## src/rtl/codec_regs_pkg.sv

```systemverilog
// Package: shared constants and helpers for the codec control register file.
// Assumes word indices are even; window bounds are inclusive and even.
package codec_regs_pkg;
    localparam int IDX_W   = 7;
    localparam int DATA_W  = 16;
    localparam int CODE_W  = 6;

    localparam logic [IDX_W-1:0] IDX_IDENT = 7'h00;
    localparam logic [IDX_W-1:0] IDX_VOL   = 7'h02;

    // reset windows (inclusive, even)
    localparam int WIN_A_LO = 'h00;
    localparam int WIN_A_HI = 'h3A;
    localparam int WIN_B_LO = 'h5A;
    localparam int WIN_B_HI = 'h7A;

    // window A loses the identification word and the volume word to the bank
    localparam int BANK_A_CNT = (WIN_A_HI - WIN_A_LO) / 2 + 1 - 2;
    localparam int BANK_B_CNT = (WIN_B_HI - WIN_B_LO) / 2 + 1;
    localparam int BANK_CNT   = BANK_A_CNT + BANK_B_CNT;
    localparam int SLOT_W     = $clog2(BANK_CNT);

    // identification word fields
    localparam logic [4:0] ENH_ID = 5'b01001;
    localparam logic [DATA_W-1:0] IDENT_WORD =
        {1'b0, ENH_ID, 1'b0, 1'b1, 1'b1, 1'b0, 1'b1, 1'b0, 1'b1, 1'b1, 1'b0, 1'b1};

    localparam logic [DATA_W-1:0] VOL_DEFAULT = 16'h8000;

    // Bus index owned by bank slot j.
    function automatic logic [IDX_W-1:0] bank_index(input int j);
        int v;
        if (j < BANK_A_CNT) v = WIN_A_LO + 4 + 2 * j;
        else                v = WIN_B_LO + 2 * (j - BANK_A_CNT);
        return IDX_W'(v);
    endfunction

    // Saturate a written attenuation code: bit 5 forces the maximum code.
    function automatic logic [CODE_W-1:0] sat_code(input logic [CODE_W-1:0] w);
        return w[CODE_W-1] ? {1'b0, {(CODE_W-1){1'b1}}} : w;
    endfunction
endpackage

```

## src/rtl/codec_idx_decode.sv

```systemverilog
// Module: index decoder. Maps a bus index to the identification word,
// the volume word or a bank slot. Odd and unmapped indices hit nothing.
// Assumes the bank slot map is given by codec_regs_pkg::bank_index.
module codec_idx_decode
    import codec_regs_pkg::*;
(
    input  logic [IDX_W-1:0]  idx,
    output logic              is_ident,
    output logic              is_vol,
    output logic              bank_hit,
    output logic [SLOT_W-1:0] bank_slot,
    output logic              any_hit
);
    // Fixed-index compares for the two special words.
    always_comb begin
        is_ident = (idx == IDX_IDENT);
        is_vol   = (idx == IDX_VOL);
    end

    // Search the slot map for an exact match.
    always_comb begin
        bank_hit  = 1'b0;
        bank_slot = '0;
        for (int j = 0; j < BANK_CNT; j++) begin
            if (idx == bank_index(j)) begin
                bank_hit  = 1'b1;
                bank_slot = SLOT_W'(j);
            end
        end
    end

    // Any mapped register.
    always_comb any_hit = is_ident | is_vol | bank_hit;
endmodule

```

## src/rtl/codec_vol_reg.sv

```systemverilog
// Module: master volume word. Holds mute and two saturating attenuation codes.
// Assumes wr_sel is one cycle per write. A soft reset and a write never
// coincide, because they decode from different indices.
module codec_vol_reg
    import codec_regs_pkg::*;
(
    input  logic              clk,
    input  logic              rst_n,
    input  logic              soft_rst,
    input  logic              wr_sel,
    input  logic              wr_mute,
    input  logic [CODE_W-1:0] wr_left,
    input  logic [CODE_W-1:0] wr_right,
    output logic [DATA_W-1:0] vol_word,
    output logic              mute,
    output logic [CODE_W-1:0] atten_l,
    output logic [CODE_W-1:0] atten_r
);
    // Store the fields, clamping each code on write.
    always_ff @(posedge clk) begin
        if (!rst_n || soft_rst) begin
            mute    <= VOL_DEFAULT[15];
            atten_l <= '0;
            atten_r <= '0;
        end else if (wr_sel) begin
            mute    <= wr_mute;
            atten_l <= sat_code(wr_left);
            atten_r <= sat_code(wr_right);
        end
    end

    // Pack the read-back word; the spare bits read as zero.
    always_comb vol_word = {mute, 1'b0, atten_l, 2'b00, atten_r};

    AST_LEFT_CLAMP: assert property (@(posedge clk) disable iff (!rst_n)
        (wr_sel && wr_left[CODE_W-1]) |=> (atten_l == 6'h1F));
    AST_RIGHT_CLAMP: assert property (@(posedge clk) disable iff (!rst_n)
        (wr_sel && wr_right[CODE_W-1]) |=> (atten_r == 6'h1F));
    AST_LEFT_PASS: assert property (@(posedge clk) disable iff (!rst_n)
        (wr_sel && !wr_left[CODE_W-1]) |=> (atten_l == $past(wr_left)));
    AST_VOL_SOFT_DEFAULT: assert property (@(posedge clk) disable iff (!rst_n)
        soft_rst |=> (mute && atten_l == '0 && atten_r == '0));
endmodule

```

## src/rtl/codec_gen_bank.sv

```systemverilog
// Module: bank of plain 16-bit read/write words, one per mapped slot.
// Assumes wr_sel is one cycle per write. Every slot clears to zero on
// either reset.
module codec_gen_bank
    import codec_regs_pkg::*;
(
    input  logic              clk,
    input  logic              rst_n,
    input  logic              soft_rst,
    input  logic              wr_sel,
    input  logic [SLOT_W-1:0] slot,
    input  logic [DATA_W-1:0] wr_data,
    output logic [DATA_W-1:0] rd_word
);
    logic [DATA_W-1:0] mem [BANK_CNT];

    for (genvar g = 0; g < BANK_CNT; g++) begin : g_slot
        // One storage word, written when its slot is selected.
        always_ff @(posedge clk) begin
            if (!rst_n || soft_rst)                 mem[g] <= '0;
            else if (wr_sel && slot == SLOT_W'(g))  mem[g] <= wr_data;
        end

        AST_BANK_WRITE: assert property (@(posedge clk) disable iff (!rst_n)
            (wr_sel && slot == SLOT_W'(g)) |=> (mem[g] == $past(wr_data)));
        AST_BANK_SOFT_CLEAR: assert property (@(posedge clk) disable iff (!rst_n)
            soft_rst |=> (mem[g] == '0));
    end

    // Select the addressed word for the read path.
    always_comb begin
        rd_word = '0;
        for (int j = 0; j < BANK_CNT; j++)
            if (slot == SLOT_W'(j)) rd_word = mem[j];
    end
endmodule

```

## src/rtl/codec_ctrl_regs.sv

```systemverilog
// Module: top of the codec control register file. Decodes the index,
// routes writes, raises a soft reset on a write to index 00h and registers
// the read word. Assumes one access per strobe cycle.
module codec_ctrl_regs
    import codec_regs_pkg::*;
(
    input  logic              clk,
    input  logic              rst_n,
    input  logic [IDX_W-1:0]  reg_idx,
    input  logic [DATA_W-1:0] wr_data,
    input  logic              wr_en,
    input  logic              rd_en,
    output logic [DATA_W-1:0] rd_data,
    output logic              mute_o,
    output logic [CODE_W-1:0] atten_l_o,
    output logic [CODE_W-1:0] atten_r_o
);
    logic              is_ident, is_vol, bank_hit, any_hit;
    logic [SLOT_W-1:0] bank_slot;
    logic              soft_rst;
    logic [DATA_W-1:0] vol_word, bank_word;

    codec_idx_decode u_dec (
        .idx      (reg_idx),
        .is_ident (is_ident),
        .is_vol   (is_vol),
        .bank_hit (bank_hit),
        .bank_slot(bank_slot),
        .any_hit  (any_hit)
    );

    // A write of any data to the identification index resets both windows.
    always_comb soft_rst = wr_en && is_ident;

    codec_vol_reg u_vol (
        .clk     (clk),
        .rst_n   (rst_n),
        .soft_rst(soft_rst),
        .wr_sel  (wr_en && is_vol),
        .wr_mute (wr_data[15]),
        .wr_left (wr_data[13:8]),
        .wr_right(wr_data[5:0]),
        .vol_word(vol_word),
        .mute    (mute_o),
        .atten_l (atten_l_o),
        .atten_r (atten_r_o)
    );

    codec_gen_bank u_bank (
        .clk     (clk),
        .rst_n   (rst_n),
        .soft_rst(soft_rst),
        .wr_sel  (wr_en && bank_hit),
        .slot    (bank_slot),
        .wr_data (wr_data),
        .rd_word (bank_word)
    );

    // Registered read path; uses the stored values from before any same-cycle write.
    always_ff @(posedge clk) begin
        if (!rst_n)          rd_data <= '0;
        else if (rd_en) begin
            if (is_ident)      rd_data <= IDENT_WORD;
            else if (is_vol)   rd_data <= vol_word;
            else if (bank_hit) rd_data <= bank_word;
            else               rd_data <= '0;
        end
    end

    AST_IDENT_READ: assert property (@(posedge clk) disable iff (!rst_n)
        (rd_en && reg_idx == IDX_IDENT) |=> (rd_data == 16'h25AD));
    AST_HOLE_READS_ZERO: assert property (@(posedge clk) disable iff (!rst_n)
        (rd_en && !any_hit) |=> (rd_data == '0));
    AST_ODD_READS_ZERO: assert property (@(posedge clk) disable iff (!rst_n)
        (rd_en && reg_idx[0]) |=> (rd_data == '0));
    AST_RD_HOLD: assert property (@(posedge clk) disable iff (!rst_n)
        !rd_en |=> $stable(rd_data));
    AST_VOL_SPARE_ZERO: assert property (@(posedge clk) disable iff (!rst_n)
        (rd_en && is_vol) |=> (rd_data[14] == 1'b0 && rd_data[7:6] == 2'b00));
endmodule

```

## config.mk

```make
export PLATFORM = sky130hd
export DESIGN_NAME = codec_ctrl_regs
export DESIGN_NICKNAME = d
export VERILOG_FILES = /design/src/rtl/codec_regs_pkg.sv /design/src/rtl/codec_idx_decode.sv /design/src/rtl/codec_vol_reg.sv /design/src/rtl/codec_gen_bank.sv /design/src/rtl/codec_ctrl_regs.sv
export SDC_FILE = /design/constraint.sdc
export NUM_CORES = 1
export LEC_CHECK = 0
export BUFFER_PORTS_ARGS = -buffer_cell sky130_fd_sc_hd__clkbuf_2
export CORE_MARGIN = 5
export CORE_UTILIZATION = 29
export CTS_CLUSTER_DIAMETER = 200
export CTS_CLUSTER_SIZE = 14
export DETAILED_ROUTE_END_ITERATION = 8
export SETUP_SLACK_MARGIN = 0.5
export SYNTH_ARGS = -nofsm -noshare
export SYNTH_HDL_FRONTEND = slang
export SYNTH_HIERARCHICAL = 1
export SYNTH_SLANG_ARGS = --single-unit
```

## constraint.sdc

```tcl
create_clock -name clk -period 5 [get_ports clk]
set_input_delay 0.25 -clock clk [delete_from_list [all_inputs] [get_ports clk]]
set_output_delay 0.25 -clock clk [all_outputs]
set_load 0.005 [all_outputs]
```

==> summary.txt <==
Clocking
  – CTS tree: built
  – Worst skew pair latency: 0.68 ns
  – H-Tree Depth: 2
  – CTS-repair resized insts: 0
  – Clk slew on worst S/H paths: 0.07 ns
  – Root Buffer: clkbuf_16
  – Clock net sink count: 747
  – Clk buf depth: 3
  – Post-CTS setup buffers: 0
  – Num CTS Buffers: 59
  – Hold_buf cts: 0

Route
  – DR iter-0 viols: 4509
  – # DRC: 0
  – Routed Wire Length: 131000 µm
  – Via count: 27329
  – ANT nets after route: 0
  – Vias per cell: 5.78
  – WL per Instance: 27.8 µm
  – Pre-antenna DRT Iters: 8

Setup path
  – Crit path arrival time: 4.92 ns
  – Reg-to-reg critical path startpoint: u_bank/mem[0][117]$_SDFFCE_PN0P_
  – Reg2Reg Setup Slack: 1.80 ns
  – Worst Setup EP: rd_data[11]$_SDFFE_PN0P_
  – Critical Path Source: reg_idx[3]
  – CP Max Fanout: 22
  – Critical Path RT: 5.59 ns
  – Crit path launch type: input pin
  – Setup crit end kind: register
  – Setup Crit Path Kind: in2reg
  – Reg2reg end: rd_data[5]$_SDFFE_PN0P_
  – FF-to-FF path depth: 9

Timing
  – Final Max Slew Viols: 0
  – Fin Setup TNS: 0 ns
  – Min Tclk post-route: 4.34 ns
  – Period utilization: 0.867
  – RSZ-0062 raised after global routing: false
  – Worst slew pin tran: 1.31 ns
  – Final hold vios: 0
  – Highest Clock Rate: 231 MHz
  – Max_slew headroom: 0.121
  – WHS: 0.0408 ns
  – Clk_skew: 0.0307 ns
  – Final setup violation count: 0

Synthesis
  – Syn_area_per_cell: 11.7 µm²
  – Post-Syn Area: 36600 µm²
  – Count of synthesis-stage warnings from yosys: 6
  – Syn Inst Count: 3126

Run status
  – Status: completed

Layout
  – Fraction of layout cells with a size suffix above 1: 0.130
  – Nets: 3088
  – Sequential cell area: 22200 µm²
  – Multi-input combinational cell area: 13000 µm²
  – Final Cell Area: 40600 µm²
  – FILL cells: 12486
  – Layout area overhead: 10.9%
  – Fin cells: 4729

Floorplanning
  – Die height: 365 µm
  – Ports: 56
  – Initial core utilization: 0.292
  – Core Region: 126000 µm²
  – Die Wd: 365 µm
  – Row count: 130
  – Die area: 134000 µm²

Worst hold path
  – Min-delay worst type: in2reg
  – Hold path cells: 3

Pwr
  – Power, Total: 0.0133 W
  – PwrDens: 328 nW/µm²
  – Pleak: 14.8 nW
  – Peak VDD IR: 0.000332 V

Place
  – Port Buffer Count: 53
  – Placed wire-length estimate: 79800 µm
  – Placed cell areas: 39000 µm²
  – GP Congestion: 0.916
  – Placed insts: 4650

Global route
  – First-pass GRT wire length: 188000 µm
  – Vias in the first global route: 25618
  – Largest net degree at the start of global routing: 205
  – GRT Total Usage: 0.190
  – Initial antenna violation count: 9
  – GRT overflow: 0

Flow run
  – Max_cap viols: 0
## layout by cell type, fill, tap and decap left out, types with 48 or more instances in the layout
cell	instances
a21oi_1	131
and2_1	343
and3_1	393
buf_4	156
clkbuf_16	61
clkbuf_2	51
edfxtp_1	720
mux2i_1	58
nand2_1	183
nor2_1	177
o21ai_0	135
o22ai_1	48
## per-stage QoR
stage	util	setup slack, ns
CTS	0.324	0.919
detailed placement	0.311	0.231
floorplan	-	1.09
global route	0.324	0.594
finish	0.324	0.664
global placement	0.311	0.237
## state kept, by name (all words and copies together) (netlist names)
register and count:
u_vol/atten_r 5, u_vol/atten_l 5, rd_data 16, u_vol/mute 1, u_bank/mem 720
## metal layers
layer  global-route usage  share of wire
met4               0.0810          0.048
met5                    0        0.00021
met3               0.0370           0.11
met1                0.265           0.40
met2                0.288           0.44
## how the worst min path moves through the flow
stage	start	slack, ns	endpoint
floorplan	wr_data[15]	0.37	u_vol/mute$_SDFFE_PP1P_
global placement	rd_data[9]$_SDFFE_PN0P_	0.50	rd_data[9]$_SDFFE_PN0P_
detailed placement	rd_data[9]$_SDFFE_PN0P_	0.50	rd_data[9]$_SDFFE_PN0P_
CTS	rst_n	0.006	rd_data[0]$_SDFFE_PN0P_
global route	rst_n	0.06	rd_data[7]$_SDFFE_PN0P_
finish	rst_n	0.04	rd_data[10]$_SDFFE_PN0P_
## area by class of cell
type                    count  area share
well taps                1650      0.0508
clock inverters             2    0.000770
inverters                   8    0.000739
diodes                      3    0.000185
multi-input cells        2021       0.321
repair buffers            224      0.0427
clock buffers              74      0.0388
flip-flops and latches    747       0.545
## where the power goes
part           internal, W  switching [W]
Clock              0.00219        0.00225
Sequential         0.00718       0.000116
Combinational     0.000437        0.00115
Total              0.00980        0.00352
## worst max-delay path, cell delays in order
cell and delay, ns:
clkbuf_2 0.27, nand2_2 0.11, a21oi_1 0.23, nor2_1 0.10
a2111oi_4 0.73, buf_4 0.31, nor4b_4 0.21, buf_4 0.32
o21ai_0 0.19, o211ai_1 0.16, a221o_1 0.28, o2111ai_1 0.44
a31oi_1 0.77, a211o_1 0.19, nand3b_1 0.07, a311oi_1 0.25
Power figures use the tool's default switching activity.
